==> config.mk <==
export PLATFORM = sky130hd
export DESIGN_NAME = brk_cmp_group
export DESIGN_NICKNAME = d
export VERILOG_FILES = /design/src/rtl/brk_pkg.sv /design/src/rtl/brk_cfg_regs.sv /design/src/rtl/brk_point_pair.sv /design/src/rtl/brk_status.sv /design/src/rtl/brk_cmp_group.sv
export SDC_FILE = /design/constraint.sdc
export NUM_CORES = 1
export LEC_CHECK = 0
export BUFFER_PORTS_ARGS = -buffer_cell sky130_fd_sc_hd__buf_2
export CAP_MARGIN = 20
export CORE_ASPECT_RATIO = 1.4
export CORE_MARGIN = 1.5
export CORE_UTILIZATION = 35
export DETAILED_ROUTE_END_ITERATION = 7
export SYNTH_ARGS = -nofsm -noshare
export SYNTH_HDL_FRONTEND = slang
export SYNTH_HIERARCHICAL = 1
export SYNTH_SLANG_ARGS = --single-unit
==> constraint.sdc <==
create_clock -name clk -period 4.3 [get_ports clk]
set_input_delay 0.86 -clock clk [delete_from_list [all_inputs] [get_ports clk]]
set_output_delay 0.86 -clock clk [all_outputs]
set_load 0.03 [all_outputs]
==> src/rtl/brk_pkg.sv <==
`timescale 1ns/1ps
package brk_pkg;

  typedef enum logic [1:0] {
    BUS_INSTR = 2'd0,
    BUS_OPND  = 2'd1,
    BUS_DATA  = 2'd2,
    BUS_NONE  = 2'd3
  } brk_bus_e;

  // per-pair configuration, bit order matches the control word field
  typedef struct packed {
    logic     men_hi;
    logic     men_lo;
    logic     rng;
    brk_bus_e sel;
  } pair_cfg_t;

  localparam int PAIR_CFG_W  = $bits(pair_cfg_t);
  localparam int PAIR_STRIDE = 8;

endpackage

==> src/rtl/brk_cfg_regs.sv <==
`timescale 1ns/1ps
module brk_cfg_regs
  import brk_pkg::*;
#(
  parameter int DW    = 32,
  parameter int AW    = 4,
  parameter int NPAIR = 2
) (
  input  logic                      clk,
  input  logic                      rst_n,
  input  logic                      we,
  input  logic [AW-1:0]             addr,
  input  logic [DW-1:0]             wdata,
  output logic [2*NPAIR-1:0][DW-1:0] pt_q,
  output logic [2*NPAIR-1:0][DW-1:0] mk_q,
  output pair_cfg_t [NPAIR-1:0]     pcfg_q,
  output logic                      comb_q,
  output logic [DW-1:0]             ctrl_rd
);

  localparam int NCMP     = 2 * NPAIR;
  localparam int A_PT     = 0;
  localparam int A_MK     = NCMP;
  localparam int A_CTRL   = 2 * NCMP;
  localparam int COMB_BIT = PAIR_STRIDE * NPAIR;

  logic ctrl_wr;
  assign ctrl_wr = we && (addr == AW'(A_CTRL));

  for (genvar c = 0; c < NCMP; c++) begin : g_cmp_regs
    logic pt_wr, mk_wr;
    assign pt_wr = we && (addr == AW'(A_PT + c));
    assign mk_wr = we && (addr == AW'(A_MK + c));

    always_ff @(posedge clk or negedge rst_n) begin
      if (!rst_n) begin
        pt_q[c] <= '0;
        mk_q[c] <= '0;
      end else begin
        if (pt_wr) pt_q[c] <= wdata;
        if (mk_wr) mk_q[c] <= wdata;
      end
    end
  end

  for (genvar p = 0; p < NPAIR; p++) begin : g_pair_cfg
    always_ff @(posedge clk or negedge rst_n) begin
      if (!rst_n) begin
        pcfg_q[p] <= '{men_hi: 1'b0, men_lo: 1'b0, rng: 1'b0, sel: BUS_NONE};
      end else if (ctrl_wr) begin
        pcfg_q[p] <= pair_cfg_t'(wdata[PAIR_STRIDE*p +: PAIR_CFG_W]);
      end
    end
  end

  always_ff @(posedge clk or negedge rst_n) begin
    if (!rst_n)       comb_q <= 1'b0;
    else if (ctrl_wr) comb_q <= wdata[COMB_BIT];
  end

  always_comb begin
    ctrl_rd = '0;
    for (int p = 0; p < NPAIR; p++) begin
      ctrl_rd[PAIR_STRIDE*p +: PAIR_CFG_W] = pcfg_q[p];
    end
    ctrl_rd[COMB_BIT] = comb_q;
  end

  // a control write is visible on the next cycle
  p_ctrl_wr_r10: assert property (@(posedge clk) disable iff (!rst_n)
    ctrl_wr |=> (comb_q == $past(wdata[COMB_BIT])));

endmodule

==> src/rtl/brk_point_pair.sv <==
`timescale 1ns/1ps
module brk_point_pair
  import brk_pkg::*;
#(
  parameter int DW = 32
) (
  input  logic               clk,
  input  logic               rst_n,
  input  pair_cfg_t          cfg,
  input  logic [1:0][DW-1:0] pt,
  input  logic [1:0][DW-1:0] mk,
  input  logic               i_vld,
  input  logic [DW-1:0]      i_val,
  input  logic               o_vld,
  input  logic [DW-1:0]      o_val,
  input  logic               d_vld,
  input  logic [DW-1:0]      d_val,
  output logic [1:0]         hit
);

  logic [DW-1:0] bus_v;
  logic          bus_ok;
  logic          in_rng;
  logic [1:0]    pt_eq;

  always_comb begin
    unique case (cfg.sel)
      BUS_INSTR: begin bus_v = i_val; bus_ok = i_vld; end
      BUS_OPND:  begin bus_v = o_val; bus_ok = o_vld; end
      BUS_DATA:  begin bus_v = d_val; bus_ok = d_vld; end
      default:   begin bus_v = '0;    bus_ok = 1'b0;  end
    endcase
  end

  assign in_rng = (bus_v >= pt[0]) && (bus_v <= pt[1]);

  for (genvar k = 0; k < 2; k++) begin : g_point
    logic          men;
    logic [DW-1:0] care;
    assign men      = (k == 0) ? cfg.men_lo : cfg.men_hi;
    assign care     = men ? ~mk[k] : '1;
    assign pt_eq[k] = ((bus_v ^ pt[k]) & care) == '0;
  end

  always_comb begin
    if (!bus_ok)      hit = 2'b00;
    else if (cfg.rng) hit = {2{in_rng}};
    else              hit = pt_eq;
  end

  // an idle selected bus never produces a hit
  p_idle_instr_r3: assert property (@(posedge clk) disable iff (!rst_n)
    (cfg.sel == BUS_INSTR && !i_vld) |-> (hit == 2'b00));
  p_idle_opnd_r3: assert property (@(posedge clk) disable iff (!rst_n)
    (cfg.sel == BUS_OPND && !o_vld) |-> (hit == 2'b00));
  p_idle_data_r3: assert property (@(posedge clk) disable iff (!rst_n)
    (cfg.sel == BUS_DATA && !d_vld) |-> (hit == 2'b00));
  // inverted range never matches; range hits come in pairs
  p_inverted_range_r5: assert property (@(posedge clk) disable iff (!rst_n)
    (cfg.rng && (pt[0] > pt[1])) |-> (hit == 2'b00));
  p_range_pair_r5: assert property (@(posedge clk) disable iff (!rst_n)
    cfg.rng |-> (hit[0] == hit[1]));

endmodule

==> src/rtl/brk_status.sv <==
`timescale 1ns/1ps
module brk_status #(
  parameter int DW   = 32,
  parameter int NCMP = 4
) (
  input  logic            clk,
  input  logic            rst_n,
  input  logic [NCMP-1:0] set,
  input  logic [NCMP-1:0] clr,
  input  logic [DW-1:0]   ia,
  input  logic [DW-1:0]   oa,
  output logic [NCMP-1:0] status_q,
  output logic [DW-1:0]   cap_ia_q,
  output logic [DW-1:0]   cap_oa_q
);

  logic first_hit;
  assign first_hit = (|set) && (status_q == '0);

  always_ff @(posedge clk or negedge rst_n) begin
    if (!rst_n) begin
      status_q <= '0;
      cap_ia_q <= '0;
      cap_oa_q <= '0;
    end else begin
      status_q <= (status_q & ~clr) | set;
      if (first_hit) begin
        cap_ia_q <= ia;
        cap_oa_q <= oa;
      end
    end
  end

  for (genvar i = 0; i < NCMP; i++) begin : g_chk
    // sticky without a clear, and a hit beats a clear
    p_sticky_r7: assert property (@(posedge clk) disable iff (!rst_n)
      (status_q[i] && !clr[i]) |=> status_q[i]);
    p_set_wins_r7: assert property (@(posedge clk) disable iff (!rst_n)
      set[i] |=> status_q[i]);
  end

  // captures frozen while anything is pending, and loaded on the first hit
  p_cap_hold_r8: assert property (@(posedge clk) disable iff (!rst_n)
    (|status_q) |=> ($stable(cap_ia_q) && $stable(cap_oa_q)));
  p_cap_first_r8: assert property (@(posedge clk) disable iff (!rst_n)
    ((|set) && (status_q == '0)) |=> (cap_ia_q == $past(ia) && cap_oa_q == $past(oa)));

endmodule

==> src/rtl/brk_cmp_group.sv <==
`timescale 1ns/1ps
module brk_cmp_group
  import brk_pkg::*;
#(
  parameter int DW    = 32,
  parameter int AW    = 4,
  parameter int NPAIR = 2
) (
  input  logic          clk,
  input  logic          rst_n,
  input  logic          reg_we,
  input  logic [AW-1:0] reg_addr,
  input  logic [DW-1:0] reg_wdata,
  output logic [DW-1:0] reg_rdata,
  input  logic          ifetch_vld,
  input  logic [DW-1:0] ifetch_addr,
  input  logic          opnd_vld,
  input  logic [DW-1:0] opnd_addr,
  input  logic          data_vld,
  input  logic [DW-1:0] data_val,
  output logic          brk_irq
);

  localparam int NCMP   = 2 * NPAIR;
  localparam int A_PT   = 0;
  localparam int A_MK   = NCMP;
  localparam int A_CTRL = 2 * NCMP;
  localparam int A_STAT = A_CTRL + 1;
  localparam int A_CIA  = A_CTRL + 2;
  localparam int A_COA  = A_CTRL + 3;

  logic [NCMP-1:0][DW-1:0] pt_q, mk_q;
  pair_cfg_t [NPAIR-1:0]   pcfg_q;
  logic                    comb_q;
  logic [DW-1:0]           ctrl_rd;
  logic [NCMP-1:0]         raw_hit, set_vec, clr_vec, status_q;
  logic [DW-1:0]           cap_ia_q, cap_oa_q;

  brk_cfg_regs #(.DW(DW), .AW(AW), .NPAIR(NPAIR)) u_cfg (
    .clk     (clk),
    .rst_n   (rst_n),
    .we      (reg_we),
    .addr    (reg_addr),
    .wdata   (reg_wdata),
    .pt_q    (pt_q),
    .mk_q    (mk_q),
    .pcfg_q  (pcfg_q),
    .comb_q  (comb_q),
    .ctrl_rd (ctrl_rd)
  );

  for (genvar p = 0; p < NPAIR; p++) begin : g_pair
    brk_point_pair #(.DW(DW)) u_pair (
      .clk   (clk),
      .rst_n (rst_n),
      .cfg   (pcfg_q[p]),
      .pt    (pt_q[2*p+1:2*p]),
      .mk    (mk_q[2*p+1:2*p]),
      .i_vld (ifetch_vld),
      .i_val (ifetch_addr),
      .o_vld (opnd_vld),
      .o_val (opnd_addr),
      .d_vld (data_vld),
      .d_val (data_val),
      .hit   (raw_hit[2*p+1:2*p])
    );
  end

  // joining: pair 0 (address side) and pair 1 (data side) must both hit
  logic both_pairs;
  assign both_pairs = (|raw_hit[1:0]) && (|raw_hit[3:2]);
  assign set_vec    = (comb_q && !both_pairs) ? '0 : raw_hit;

  assign clr_vec = (reg_we && reg_addr == AW'(A_STAT)) ? reg_wdata[NCMP-1:0] : '0;

  brk_status #(.DW(DW), .NCMP(NCMP)) u_stat (
    .clk      (clk),
    .rst_n    (rst_n),
    .set      (set_vec),
    .clr      (clr_vec),
    .ia       (ifetch_addr),
    .oa       (opnd_addr),
    .status_q (status_q),
    .cap_ia_q (cap_ia_q),
    .cap_oa_q (cap_oa_q)
  );

  always_comb begin
    reg_rdata = '0;
    for (int c = 0; c < NCMP; c++) begin
      if (reg_addr == AW'(A_PT + c)) reg_rdata = pt_q[c];
      if (reg_addr == AW'(A_MK + c)) reg_rdata = mk_q[c];
    end
    if (reg_addr == AW'(A_CTRL)) reg_rdata = ctrl_rd;
    if (reg_addr == AW'(A_STAT)) reg_rdata = DW'(status_q);
    if (reg_addr == AW'(A_CIA))  reg_rdata = cap_ia_q;
    if (reg_addr == AW'(A_COA))  reg_rdata = cap_oa_q;
  end

  assign brk_irq = |status_q;

  // with pairs joined, a lone-pair hit never reaches status
  p_combine_both_r6: assert property (@(posedge clk) disable iff (!rst_n)
    (comb_q && !((|raw_hit[1:0]) && (|raw_hit[3:2]))) |=> ($past(status_q) & ~$past(clr_vec)) == status_q);
  // interrupt rises only after some hit was recorded
  p_irq_rise_r9: assert property (@(posedge clk) disable iff (!rst_n)
    $rose(brk_irq) |-> $past(|set_vec));

endmodule

==> out/metrics.yaml <==
run_status:
  status: "complete, but fails checks"
  violations: "setup timing"
sta:
  slew_viol_final: 0
  fin_skew_ns: 0.0277
  worst_slack_ns: -0.296
  worst_pin_slew_ns: 0.987
  hold_ws_ns: 0.265
  setup_viol: 64
  slew_headroom_pct: 34.2
  hold_violations: 0
  finalCritPeriodShare_pct: 107
  max_freq_mhz: 218
  period_minus_slack_ns: 4.60
  rsz0062_at_grt: "yes"
clock_tree:
  cts_root_buffer: "clkbuf_16"
  cts_buffers: 40
  h-tree-depth: 2
  clockBufferDepth: 3
  clk_transition_reported_paths_ns: 0.06
  cts_tree: "yes"
  cts_hold_buffers: 0
  cts.sinks: 335
  clk_latency_ns: 0.58
power_and_ir_drop:
  powerDensity_nw_per_um2: 542
  irDropWorstVdd_v: 0.000320
  finalPower_mw: 16.0
  p_leak_nw: 13.6
placement:
  place.gp.congestion: 1.02
  placed_cell_area_um2: 26600
  dp.cells: 3397
  dp_hpwl_mm: 75.0
  io_buffer_count: 170
detailed_routing:
  drtPass1Iterations: 5
  avgViaCountPerCell: 5.71
  wl_per_cell_um: 28.2
  vias: 20100
  first_iter_violations: 1794
  ant_nets: 0
  remaining_drc_errors: 0
  wirelength_mm: 99.2
grt:
  grt_pass1_vias: 20700
  grt_pass1_wl_mm: 140
  grt_usage_pct: 29.5
  antenna_found_initial: 1
  gr-total-overflow: 0
  grt_max_degree: 78
floorplanning:
  io_pins: 171
  fp-row-count: 109
  die_y_um: 303
  die_area_um2: 65800
  fp.dieW_um: 217
  coreArea_um2: 63400
  start_util_pct: 35.5
critical_path:
  cpPeakStageDelay_ns: 0.58
  path_delay_family: "simple AND/OR/NAND/NOR gates"
  crit_chain: "buf_12 -> buf_12 -> buf_16 -> mux2i_1 -> o21ai_1 -> buf_4 -> ha_1 -> nand4_1 -> nor4_2 -> and3b_1 -> o32ai_2 -> o21ai_2 -> nor3_4 -> nor3b_2 -> nor2b_2 -> nor4_4 -> nor2_4 -> buf_12 -> buf_16 -> mux2_2"
  startpoint_type: "flip-flop"
  cp-end-kind: "flip-flop"
  worstPathRequired_ns: 4.76
  crit_top_cell: "buf_12"
  arrival_ns: 5.06
  critical_path_class: "reg2reg"
  crit_fanout: 11
  critical_path.slowest_cell: "dfstp_2"
  worst-path-buf-inv: 6
final_layout:
  final_nets: 2968
  final_cells: 3515
  post-route-util_pct: 46.5
  area_delta_synth_final_pct: 31.0
  final_area_um2: 29500
  drive_gt1_share_pct: 41.9
synthesis:
  syn_area_um2: 22500
  synthCells: 2157
  ys_types: 81
  synth_top_area_share_pct: 36.8
  ys_seq_elements: 335
  synth.area.top_cells: "dfrtp_1 (37%), mux2_2 (15%), ha_1 (9.7%)"
  yosysTopAreaCell: "dfrtp_1"
  synthArstFlopShare_pct: 100
  synth_top_cells_by_count: "dfrtp_1 (331), mux2_2 (294), a21oi_1 (212)"
  yosysMostFrequentCell: "dfrtp_1"
  ys.flop_type: "dfrtp_1"
  synth-seq-area-share_pct: 37.3
  syn-mean-instance-area_um2: 10.4
  synth_edf_count: 0
  ys_warn_count: 6
hold_path:
  hp-class: "in2async"
job:
  drv_cap: 0
-- routing by layer --
metal	share of wire [%]	routed length [um]	GRT usage, %	up-vias
met2	48	47700	49.2	839
met4	8.3	8190	21.9	0
li1	-	-	-	8924
met1	38	37700	34.7	10100
met3	5.6	5550	4.15	244
met5	0	0	0	-
-- power by group --
group	leakage, nW	switching [mW]	internal [mW]
logic	8.84	3.98	3.67
registers	4.11	0.861	4.05
clock network	0.628	1.43	1.99
total	13.6	6.27	9.71
-- timing repair --
item	in CTS	in global routing
pin swaps	18	31
gates cloned	6	4
buffers inserted	36	12
resized for setup	120	56
endpoints found under the setup margin	64	66
-- placed cells by master, fill, tap and decap left out, types with 9 or more instances in the layout --
| cell | instances |
|---|---|
| a211oi_1 | 17 |
| a21o_1 | 15 |
| a21oi_1 | 210 |
| a221oi_1 | 18 |
| a22oi_1 | 18 |
| a2bb2oi_1 | 27 |
| buf_12 | 25 |
| buf_2 | 166 |
| buf_4 | 379 |
| buf_6 | 16 |
| clkbuf_16 | 44 |
| clkbuf_8 | 11 |
| conb_1 | 21 |
| dfrtp_1 | 331 |
| ha_1 | 150 |
| ha_4 | 24 |
| inv_1 | 136 |
| mux2_2 | 281 |
| mux2_4 | 53 |
| mux2i_1 | 92 |
| mux4_2 | 9 |
| nand2_1 | 130 |
| nand3_1 | 16 |
| nand4_1 | 28 |
| nor2_1 | 69 |
| nor3_1 | 20 |
| nor4_1 | 20 |
| nor4_2 | 10 |
| o21a_1 | 18 |
| o21ai_0 | 50 |
| o21ai_1 | 39 |
| o221a_2 | 11 |
| o22ai_1 | 16 |
| o32ai_1 | 18 |
-- worst reg2reg max path, delay by kind of cell, from the launching register on --
kind / cells / cell delay, ns
simple gates: 8 / 1.72
buf+inv: 6 / 0.89
flops: 1 / 0.58
mux: 2 / 0.57
compound gates: 3 / 0.39
fa+ha+maj: 1 / 0.33
-- per-stage QoR --
step                      worst slack, ns  setup TNS (ns)
final                              -0.296          -16.79
after floorplan                    0.0971               0
after global placement             -0.935          -57.91
after detailed placement           -0.892          -54.18
after global routing               -0.388          -23.06
after CTS                          -0.167           -8.02
-- state kept, by name, summed over array words and instances, names as in the netlist --
name and flops:
u_stat/cap_oa_q 32, u_stat/cap_ia_q 32, u_stat/status_q 4, u_cfg/pt_q 128
u_cfg/ctrl_rd 10, u_cfg/comb_q 1, u_cfg/mk_q 128
-- kinds of logic after synthesis --
| group | synth area share, % |
|---|---|
| flip-flops | 37.3 |
| AO/OA/AOI/OAI | 15.2 |
| AND/OR/NAND/NOR | 8.54 |
| multiplexers | 22.7 |
| buffers and inverters | 6.60 |
| adder cells (fa/ha/maj) | 9.68 |
| other | 0.0167 |
-- cell type report --
| cell class | count | area (um^2) |
|---|---|---|
| tap | 832 | 1040 |
| clock inverter | 8 | 70.1 |
| fill | 5967 | 33900 |
| clock buffer | 60 | 1210 |
| sequential | 335 | 8390 |
| multi-input combinational | 1544 | 13600 |
| timing repair buffer | 598 | 4640 |
| antenna | 1 | 2.50 |
| inverter | 137 | 514 |
-- worst paths after layout --
| kind | slack (ns) | start | to | cells after the start |
|---|---|---|---|---|
| setup / recovery | -0.30 | u_cfg/ctrl_rd[1] | u_stat/cap_ia_q[19] | 20 |
| hold / removal | 0.27 | rst_n | u_cfg/mk_q[16] | 1 |
| setup reg to reg | -0.30 | u_cfg/ctrl_rd[1] | u_stat/cap_ia_q[19] | 20 |
| hold reg to reg | 0.51 | u_stat/cap_ia_q[20] | u_stat/cap_ia_q[20] | 1 |
| max in group asynchronous | 3.03 | rst_n | u_cfg/pt_q[25] | 2 |
| min in group clk | 0.51 | u_stat/cap_ia_q[20] | u_stat/cap_ia_q[20] | 1 |
No activity file was read; power rests on OpenSTA's default activity.
